### src/rtl/pcie_win_pkg.sv
package pcie_win_pkg;
    localparam int NREG      = 23;
    localparam int NDEC      = 21;
    localparam int NWIN      = 6;
    localparam int DW        = 32;
    localparam int AW        = 64;
    localparam int IW        = $clog2(NREG);
    localparam logic [AW-1:0] CFG_SPAN_MAX   = 64'h0000_0000_1000_0000;
    localparam logic [DW-1:0] REG_SMALL_CODE = 32'h0000_7001;
    localparam logic [AW-1:0] REG_SMALL_SPAN = 64'd4096;

    typedef logic [NREG-1:0][DW-1:0] regs_t;
    typedef logic [NDEC-1:0][DW-1:0] dec_regs_t;

    typedef struct packed {
        logic          en;
        logic [AW-1:0] base;
        logic [AW-1:0] span;
    } win_t;

    typedef win_t [NWIN-1:0] win_vec_t;

    function automatic logic [AW-1:0] span_narrow(input logic [DW-1:0] m);
        logic [DW-1:0] t;
        t = ~(m & 32'hFFFF_FFFE) + 32'd1;
        return {32'b0, t};
    endfunction

    function automatic logic [AW-1:0] span_wide(input logic [AW-1:0] m);
        return ~(m & 64'hFFFF_FFFF_FFFF_FFFE) + 64'd1;
    endfunction

    function automatic win_vec_t decode_windows(input dec_regs_t r);
        win_vec_t w;
        logic [AW-1:0] s;
        w[0].en   = r[2][0];
        w[0].base = {r[0], r[1]};
        s         = span_narrow(r[2]);
        w[0].span = (s > CFG_SPAN_MAX) ? CFG_SPAN_MAX : s;
        w[1].en   = r[5][0];
        w[1].base = {r[3], r[4]};
        w[1].span = span_narrow(r[5]);
        for (int k = 0; k < 3; k++) begin
            w[2+k].en   = r[9+4*k][0];
            w[2+k].base = {r[6+4*k], r[7+4*k]};
            w[2+k].span = span_wide({r[8+4*k], r[9+4*k]});
        end
        w[5].en   = r[20][0];
        w[5].base = {r[18], r[19]};
        w[5].span = (r[20] == REG_SMALL_CODE) ? REG_SMALL_SPAN : span_narrow(r[20]);
        return w;
    endfunction
endpackage

### src/rtl/pcie_win_regfile.sv
module pcie_win_regfile
    import pcie_win_pkg::*;
#(
    parameter int              BUS_AW   = 10,
    parameter logic [BUS_AW-1:0] REG_BASE = 10'h100
) (
    input  logic              clk,
    input  logic              rst,
    input  logic              we,
    input  logic [BUS_AW-1:0] addr,
    input  logic [DW-1:0]     wdata,
    output logic [DW-1:0]     rdata,
    output regs_t             regs
);
    regs_t             regs_q;
    logic [BUS_AW-1:0] rel;
    logic              in_rng;

    assign rel    = addr - REG_BASE;
    assign in_rng = (addr >= REG_BASE) && (rel < BUS_AW'(NREG));

    always_ff @(posedge clk) begin
        if (rst) begin
            regs_q <= '0;
        end else if (we && in_rng) begin
            regs_q[rel[IW-1:0]] <= wdata;
        end
    end

    assign rdata = in_rng ? regs_q[rel[IW-1:0]] : '0;
    assign regs  = regs_q;

    // A write stores to the addressed word only.
    generate
        for (genvar j = 0; j < NREG; j++) begin : g_keep
            assert_half_only_R3: assert property (@(posedge clk) disable iff (rst)
                (we && in_rng && (rel != BUS_AW'(j))) |=> $stable(regs_q[j]));
        end
    endgenerate

    // Writes outside the block's range are dropped.
    assert_stray_write_R2: assert property (@(posedge clk) disable iff (rst)
        (we && !in_rng) |=> $stable(regs_q));
endmodule

### src/rtl/pcie_win_match.sv
module pcie_win_match
    import pcie_win_pkg::*;
(
    input  win_vec_t                wins,
    input  logic [AW-1:0]           cpu_addr,
    output logic [NWIN-1:0]         raw_hit,
    output logic [NWIN-1:0][AW-1:0] ofs
);
    generate
        for (genvar i = 0; i < NWIN; i++) begin : g_cmp
            assign ofs[i]     = cpu_addr - wins[i].base;
            assign raw_hit[i] = wins[i].en && (cpu_addr >= wins[i].base) &&
                                (ofs[i] < wins[i].span);
        end
    endgenerate
endmodule

### src/rtl/pcie_win_prio.sv
module pcie_win_prio
    import pcie_win_pkg::*;
(
    input  logic                    clk,
    input  logic                    rst,
    input  logic [NWIN-1:0]         raw_hit,
    input  logic [NWIN-1:0][AW-1:0] ofs,
    output logic [NWIN-1:0]         win_hot,
    output logic [AW-1:0]           win_ofs
);
    always_comb begin
        win_hot = '0;
        win_ofs = '0;
        for (int i = NWIN - 1; i >= 0; i--) begin
            if (raw_hit[i]) begin
                win_hot    = '0;
                win_hot[i] = 1'b1;
                win_ofs    = ofs[i];
            end
        end
    end

    assert_onehot_R9: assert property (@(posedge clk) disable iff (rst)
        $onehot0(win_hot));

    assert_first_wins_R9: assert property (@(posedge clk) disable iff (rst)
        raw_hit[0] |-> win_hot[0]);

    assert_winner_hits_R8: assert property (@(posedge clk) disable iff (rst)
        (|raw_hit) |-> ((win_hot & raw_hit) != '0));
endmodule

### src/rtl/pcie_win_decoder.sv
module pcie_win_decoder
    import pcie_win_pkg::*;
#(
    parameter int              BUS_AW   = 10,
    parameter logic [BUS_AW-1:0] REG_BASE = 10'h100
) (
    input  logic              clk,
    input  logic              rst,
    input  logic              bus_we,
    input  logic [BUS_AW-1:0] bus_addr,
    input  logic [DW-1:0]     bus_wdata,
    output logic [DW-1:0]     bus_rdata,
    input  logic [AW-1:0]     cpu_addr,
    output logic [NWIN-1:0]   win_hot,
    output logic [AW-1:0]     win_ofs
);
    regs_t                   regs;
    dec_regs_t               dec_regs;
    win_vec_t                wins;
    logic [NWIN-1:0]         raw_hit;
    logic [NWIN-1:0][AW-1:0] ofs;

    pcie_win_regfile #(.BUS_AW(BUS_AW), .REG_BASE(REG_BASE)) u_regs (
        .clk   (clk),
        .rst   (rst),
        .we    (bus_we),
        .addr  (bus_addr),
        .wdata (bus_wdata),
        .rdata (bus_rdata),
        .regs  (regs)
    );

    assign dec_regs = regs[NDEC-1:0];
    assign wins     = decode_windows(dec_regs);

    pcie_win_match u_match (
        .wins     (wins),
        .cpu_addr (cpu_addr),
        .raw_hit  (raw_hit),
        .ofs      (ofs)
    );

    pcie_win_prio u_prio (
        .clk     (clk),
        .rst     (rst),
        .raw_hit (raw_hit),
        .ofs     (ofs),
        .win_hot (win_hot),
        .win_ofs (win_ofs)
    );

    // The configuration window never exceeds its cap.
    assert_cfg_clamp_R5: assert property (@(posedge clk) disable iff (rst)
        wins[0].span <= CFG_SPAN_MAX);
endmodule

### config.mk
export PLATFORM = sky130hd
export DESIGN_NAME = pcie_win_decoder
export DESIGN_NICKNAME = d
export VERILOG_FILES = /design/src/rtl/pcie_win_pkg.sv /design/src/rtl/pcie_win_regfile.sv /design/src/rtl/pcie_win_match.sv /design/src/rtl/pcie_win_prio.sv /design/src/rtl/pcie_win_decoder.sv
export SDC_FILE = /design/constraint.sdc
export NUM_CORES = 2
export LEC_CHECK = 0
export BUFFER_PORTS_ARGS = -buffer_cell sky130_fd_sc_hd__buf_2
export CELL_PAD_IN_SITES_DETAIL_PLACEMENT = 2
export CELL_PAD_IN_SITES_GLOBAL_PLACEMENT = 2
export CORE_ASPECT_RATIO = 1.25
export CORE_MARGIN = 1.5
export CORE_UTILIZATION = 41
export DETAILED_ROUTE_END_ITERATION = 12
export PLACE_DENSITY = 0.95
export SLEW_MARGIN = 20
export SYNTH_ARGS = -nofsm -noshare
export SYNTH_HDL_FRONTEND = slang
export SYNTH_SLANG_ARGS = --single-unit
### constraint.sdc
create_clock -name clk -period 26.4 [get_ports clk]
set_input_delay 5.28 -clock clk [delete_from_list [all_inputs] [get_ports clk]]
set_output_delay 5.28 -clock clk [all_outputs]
set_load 0.02 [all_outputs]
==> summary.md, run 1 <==
| Metric | Value |
|---|---|
| Top cell type's share of synthesized area | `0.207` |
| DIE WIDTH | `376 um` |
| Synth top area cells | `dfxtp_1 (21%), ha_1 (12%), nand2_1 (11%), a21oi_1 (9.2%), mux4_2 (5.1%)` |
| # rows | `170` |
| FF+latch count, synth | `736` |
| Status | `stopped before the end` |
| Asr flop ratio synth | `0` |
| EDFF count, synth | `0` |
| Clock Path Buffers | `3` |
| Initial core utilization | `0.414` |
| CTS H-Tree Depth | `3` |
| Dpl ws | `around 5.8 ns` |
| CTS Root Cell | `clkbuf_16` |
| Largest net degree at the start of global routing | `135` |
| Post-CTS setup buffer count | `0` |
| Synth cell types | `100` |
| Cts hold-fix bufs | `0` |
| Cell area after synthesis | `71,300 um^2` |
| Global-route wire length before repair | `slightly below 900,000 um` |
| Synth Area per Inst | `7.16 um^2` |
| GR Overflow Total | `between 100 and 150` |
| Post-synthesis instance total | `9,953` |
| Primary FF master, synth | `dfxtp_1` |
| Vias in the first global route | `102,000` |
| Halt Stage | `global routing (5_1_grt)` |
| Sequential fraction of the synthesis area | `0.207` |
| Synthesis Warnings | `0` |
| GP Congestion | `1.18` |
| I/O pin cnt | `211` |
| Height of the die | `469 um` |
| Detail Placement HPWL | `between 400,000 and 500,000 um` |
| PostCTS Resize Cnt | `0` |
| Largest area contributor in the netlist | `dfxtp_1` |
| CTS sink count | `736` |
| First error | `[ERROR GRT-0116] Global routing finished with congestion. Check the congestion regions in the DRC Viewer.` |
| Port Buffers | `210` |
| GRT Total Usage | `0.690` |
| Num CTS Buffers | `90` |
| Placed Cells | `12,000` |
==> synthesized netlist by cell type, drive strengths merged (25+ instances only) <==
master,number
nor3b,29
o211ai,61
nor2b,75
and3,45
nand3,150
mux4,160
dfxtp,736
o2111ai,29
a221oi,36
a21o,254
o21a,66
nand2b,91
nand2,2102
or2,35
nor4,112
nor2,574
nor3,188
ha,666
and2,40
nand4,164
clkbuf,555
xor2,266
mux2i,146
or3,67
or4,60
a211oi,112
inv,517
buf,33
a31oi,56
o21ai,433
xnor2,285
o21bai,54
and4,25
a21oi,1316
o31ai,41
==> stage by stage <==
step	cell area, um^2	hold slack [ns]
2_1_floorplan	71300	0.436
3_3_place_gp	74200	0.441
3_5_place_dp	74300	0.454
4_1_cts	77400	0.462
==> routing by layer <==
metal	GRT usage	overflow
met1	0.685	0
met5	0.189	0
met4	0.725	51
met3	0.452	2
met2	0.915	65
==> cell families after synthesis <==
family                     Yosys count  synth area share
AOI/OAI and AO/OA                 2719             0.230
xor gates and xnor gates           551            0.0677
other                                1         0.0000526
adders and majority gates          672             0.119
DFF                                736             0.207
buffers and inverters             1105            0.0586
muxes                              322            0.0739
and+or+nand+nor                   3847             0.244
==> run 2: changes to the inputs <==
CELL_PAD_IN_SITES_DETAIL_PLACEMENT = not set   (was 2)
CELL_PAD_IN_SITES_GLOBAL_PLACEMENT = not set   (was 2)
CORE_ASPECT_RATIO = not set   (was 1.25)
CORE_UTILIZATION = 30   (was 41)
PLACE_DENSITY = not set   (was 0.95)
PLACE_DENSITY_LB_ADDON = 0.15   (was not set)
==> run 2 against run 1 <==
The run now ends clean; synthesized cell count did not move; synthesized area unchanged.
==> summary.md, run 2 <==
| Metric | Value |
|---|---|
| Status | `completed (was stopped before the end)` |
| GP Congestion | `1.08 (was 1.18)` |
| Combinational power share | `0.267` |
| CTS tree | `yes` |
| EDFF count, synth | `0 (unchanged)` |
| Num CTS Buffers | `97 (was 90)` |
| Via/cell ratio | `a little over 6` |
| DRT antenna net count | `0` |
| Clock power frac | `0.409` |
| CTS H-Tree Depth | `3 (unchanged)` |
| DIE WIDTH | `490 um (was 376 um)` |
| # rows | `178 (was 170)` |
| Worst-path fanout max | `60` |
| Cell area after synthesis | `71,300 um^2 (unchanged)` |
| Final Setup Violations | `0` |
| DRT Pass-1 Iters | `8` |
| Synth Area per Inst | `7.16 um^2 (unchanged)` |
| Via count | `80,900` |
| Worst-Skew Late Latency | `0.75 ns` |
| Final period util | `0.817` |
| Most frequent cells in the layout | `nand2_1 (2,085), a21oi_1 (1,313), dfxtp_1 (736)` |
| Leakage | `28.5 nW` |
| Primary FF master, synth | `dfxtp_1 (unchanged)` |
| Slowest Stage Delay on Critical Path | `0.93 ns` |
| Largest area contributor in the netlist | `dfxtp_1 (unchanged)` |
| RSZ-0062 raised after global routing | `no` |
| Initial antenna violation count | `99` |
| Max IR drop VDD | `0.0505 mV` |
| Crit path time final | `roughly 22 ns` |
| Reg clk slew, reported paths | `roughly 0.060 ns` |
| Share of post-route cells with drive strength above 1 | `0.0882` |
| Met2 wire length | `~220,000 um` |
| Post-DR wirelength/cell | `38.4 um` |
| Port Buffers | `210 (unchanged)` |
| Asr flop ratio synth | `0 (unchanged)` |
| Largest register FFs | `between 700 and 800` |
| CTS sink count | `736 (unchanged)` |
| CP Launch Point | `cpu_addr[0]` |
| Worst clock skew | `0 ns` |
| Synth top area cells | `dfxtp_1 (21%), ha_1 (12%), nand2_1 (11%), a21oi_1 (9.2%), mux4_2 (5.1%) (unchanged)` |
| Hold_sp | `u_regs.regs[704]$_SDFFE_PP0P_` |
| FF+latch count, synth | `736 (unchanged)` |
| Height of the die | `490 um (was 469 um)` |
| Die area | `241,000 um^2` |
| Final Net Count | `10,600` |
| I/O pin cnt | `211 (unchanged)` |
| DRT met1 WL | `190,000 um` |
| Post-CTS setup buffer count | `0 (unchanged)` |
| Int Power | `2.16 mW` |
| Post-synthesis instance total | `9,953 (unchanged)` |
| WL met3 | `48,500 um` |
| Crit-path slowest cell | `a21oi_1` |
| Synthesis-to-finish area growth | `10.8%` |
| Clock Path Buffers | `3 (unchanged)` |
| Core area | `236,000 um^2` |
| Max frequency | `0.0464 GHz` |
| Sequential fraction of the synthesis area | `0.207 (unchanged)` |
| CP Class | `in -> out` |
| Top cell type's share of synthesized area | `0.207 (unchanged)` |
| Initial core utilization | `0.302 (was 0.414)` |
| Largest net degree at the start of global routing | `167` |
| PostCTS Resize Cnt | `0 (unchanged)` |
| Crit end category | `primary output` |
| DRT iter0 DRCs | `~11,000` |
| Count leader, synth | `nand2_1 (unchanged)` |
| Cts hold-fix bufs | `0 (unchanged)` |
| Final Total Pwr | `3.43 mW` |
| Final hold vios | `0` |
| Net Switching | `1.27 mW` |
| Part of the power in registers | `0.324` |
| Vias in the first global route | `74,800` |
| Synthesis Warnings | `0 (unchanged)` |
| Crit path launch type | `input port` |
| Power Dens Cells | `43.4 nW/um^2` |
| Hold Crit Class | `reg -> reg` |
| Number of max-cap violations | `0` |
| Routed WL | `504,000 um` |
| Max Used Layer | `met5` |
| R2r startpoint | `u_regs.regs[640]$_SDFFE_PP0P_` |
| Worst endpoint data arrival time | `16.28 ns` |
| GR Overflow Total | `0` |
| Slew Viols, Final | `0` |
| Switch share | `0.370` |
| Detail Placement HPWL | `402,000 um (was 425,000 um)` |
| Synth top cells by count | `nand2_1 (2,102), a21oi_1 (1,314), dfxtp_1 (736), ha_1 (666), nor2_1 (574) (unchanged)` |
| Setup tns final | `0 ns` |
| Slew @ Worst Pin | `1.33 ns` |
| CTS Root Cell | `clkbuf_16 (unchanged)` |
| Synth cell types | `100 (unchanged)` |
| Global-route wire length before repair | `665,000 um` |
| Required time of the critical path | `21.12 ns` |
| Most common cell after layout, fill and taps aside | `nand2_1` |
| DRC | `0` |
| Relative slew slack | `0.105` |
| GRT Total Usage | `0.402` |
## run 2: kinds of logic after synthesis
logic type,synth area share
flops,0.207
other cells,0.0000526
compound gates,0.230
xor+xnor,0.0677
simple gates,0.244
mux,0.0739
buf+inv,0.0586
fa+ha+maj,0.119
## run 2: layout make-up
class,count,area [um^2]
Multi-Input combinational cell,8114,52700
Clock inverter,40,455
Tap cell,3150,3940
Sequential cell,736,14700
Fill cell,25600,157000
Inverter,517,1940
Timing Repair Buffer,370,2340
Antenna cell,49,123
Clock buffer,134,2750
## run 2: worst paths after layout
path | cells past startpoint | slack [ns] | end
setup / recovery | 34 | 4.84 | win_ofs[2]
hold / removal | 2 | 0.46 | u_regs.regs[704]$_SDFFE_PP0P_
setup reg to reg | 2 | 25.24 | u_regs.regs[640]$_SDFFE_PP0P_
hold reg to reg | 2 | 0.46 | u_regs.regs[704]$_SDFFE_PP0P_
## run 2: stage by stage
step           utilization  hold slack, ns  cell area, um^2  instances  setup slack [ns]
5_1_grt              0.335           0.469            78900      13100              4.84
3_5_place_dp         0.321           0.447            75600      12900              5.32
2_1_floorplan            -           0.436            71300       9955              8.91
3_3_place_gp         0.321           0.441            75500      12900              5.29
4_1_cts              0.335           0.455            78900      13100              5.30
6_report             0.335           0.456            79000      13100              4.84
## run 2: per-layer routing
metal / up-vias / track usage
li1: 35100 / -
met1: 39900 / 0.473
met2: 4730 / 0.617
met3: 1141 / 0.105
met4: 36 / 0.323
met5: - / 0
## run 2: power groups by stage
stage               Combinational [mW]  Sequential (mW)  Clock (mW)
global route                     0.950             1.11        1.44
global placement                 0.885             1.14           0
floorplan                        0.488             1.14           0
CTS                              0.883             1.11        1.41
detailed placement               0.879             1.14           0
finish                           0.916             1.11        1.40
## run 2: worst max-delay path: cells and delay by family
kind,cells,cell delay [ns]
compound gates,15,6.37
simple gates,11,2.31
buf+inv,5,1.36
fa+ha+maj,3,0.82
Note: power is estimated with default switching activity, not from simulation.
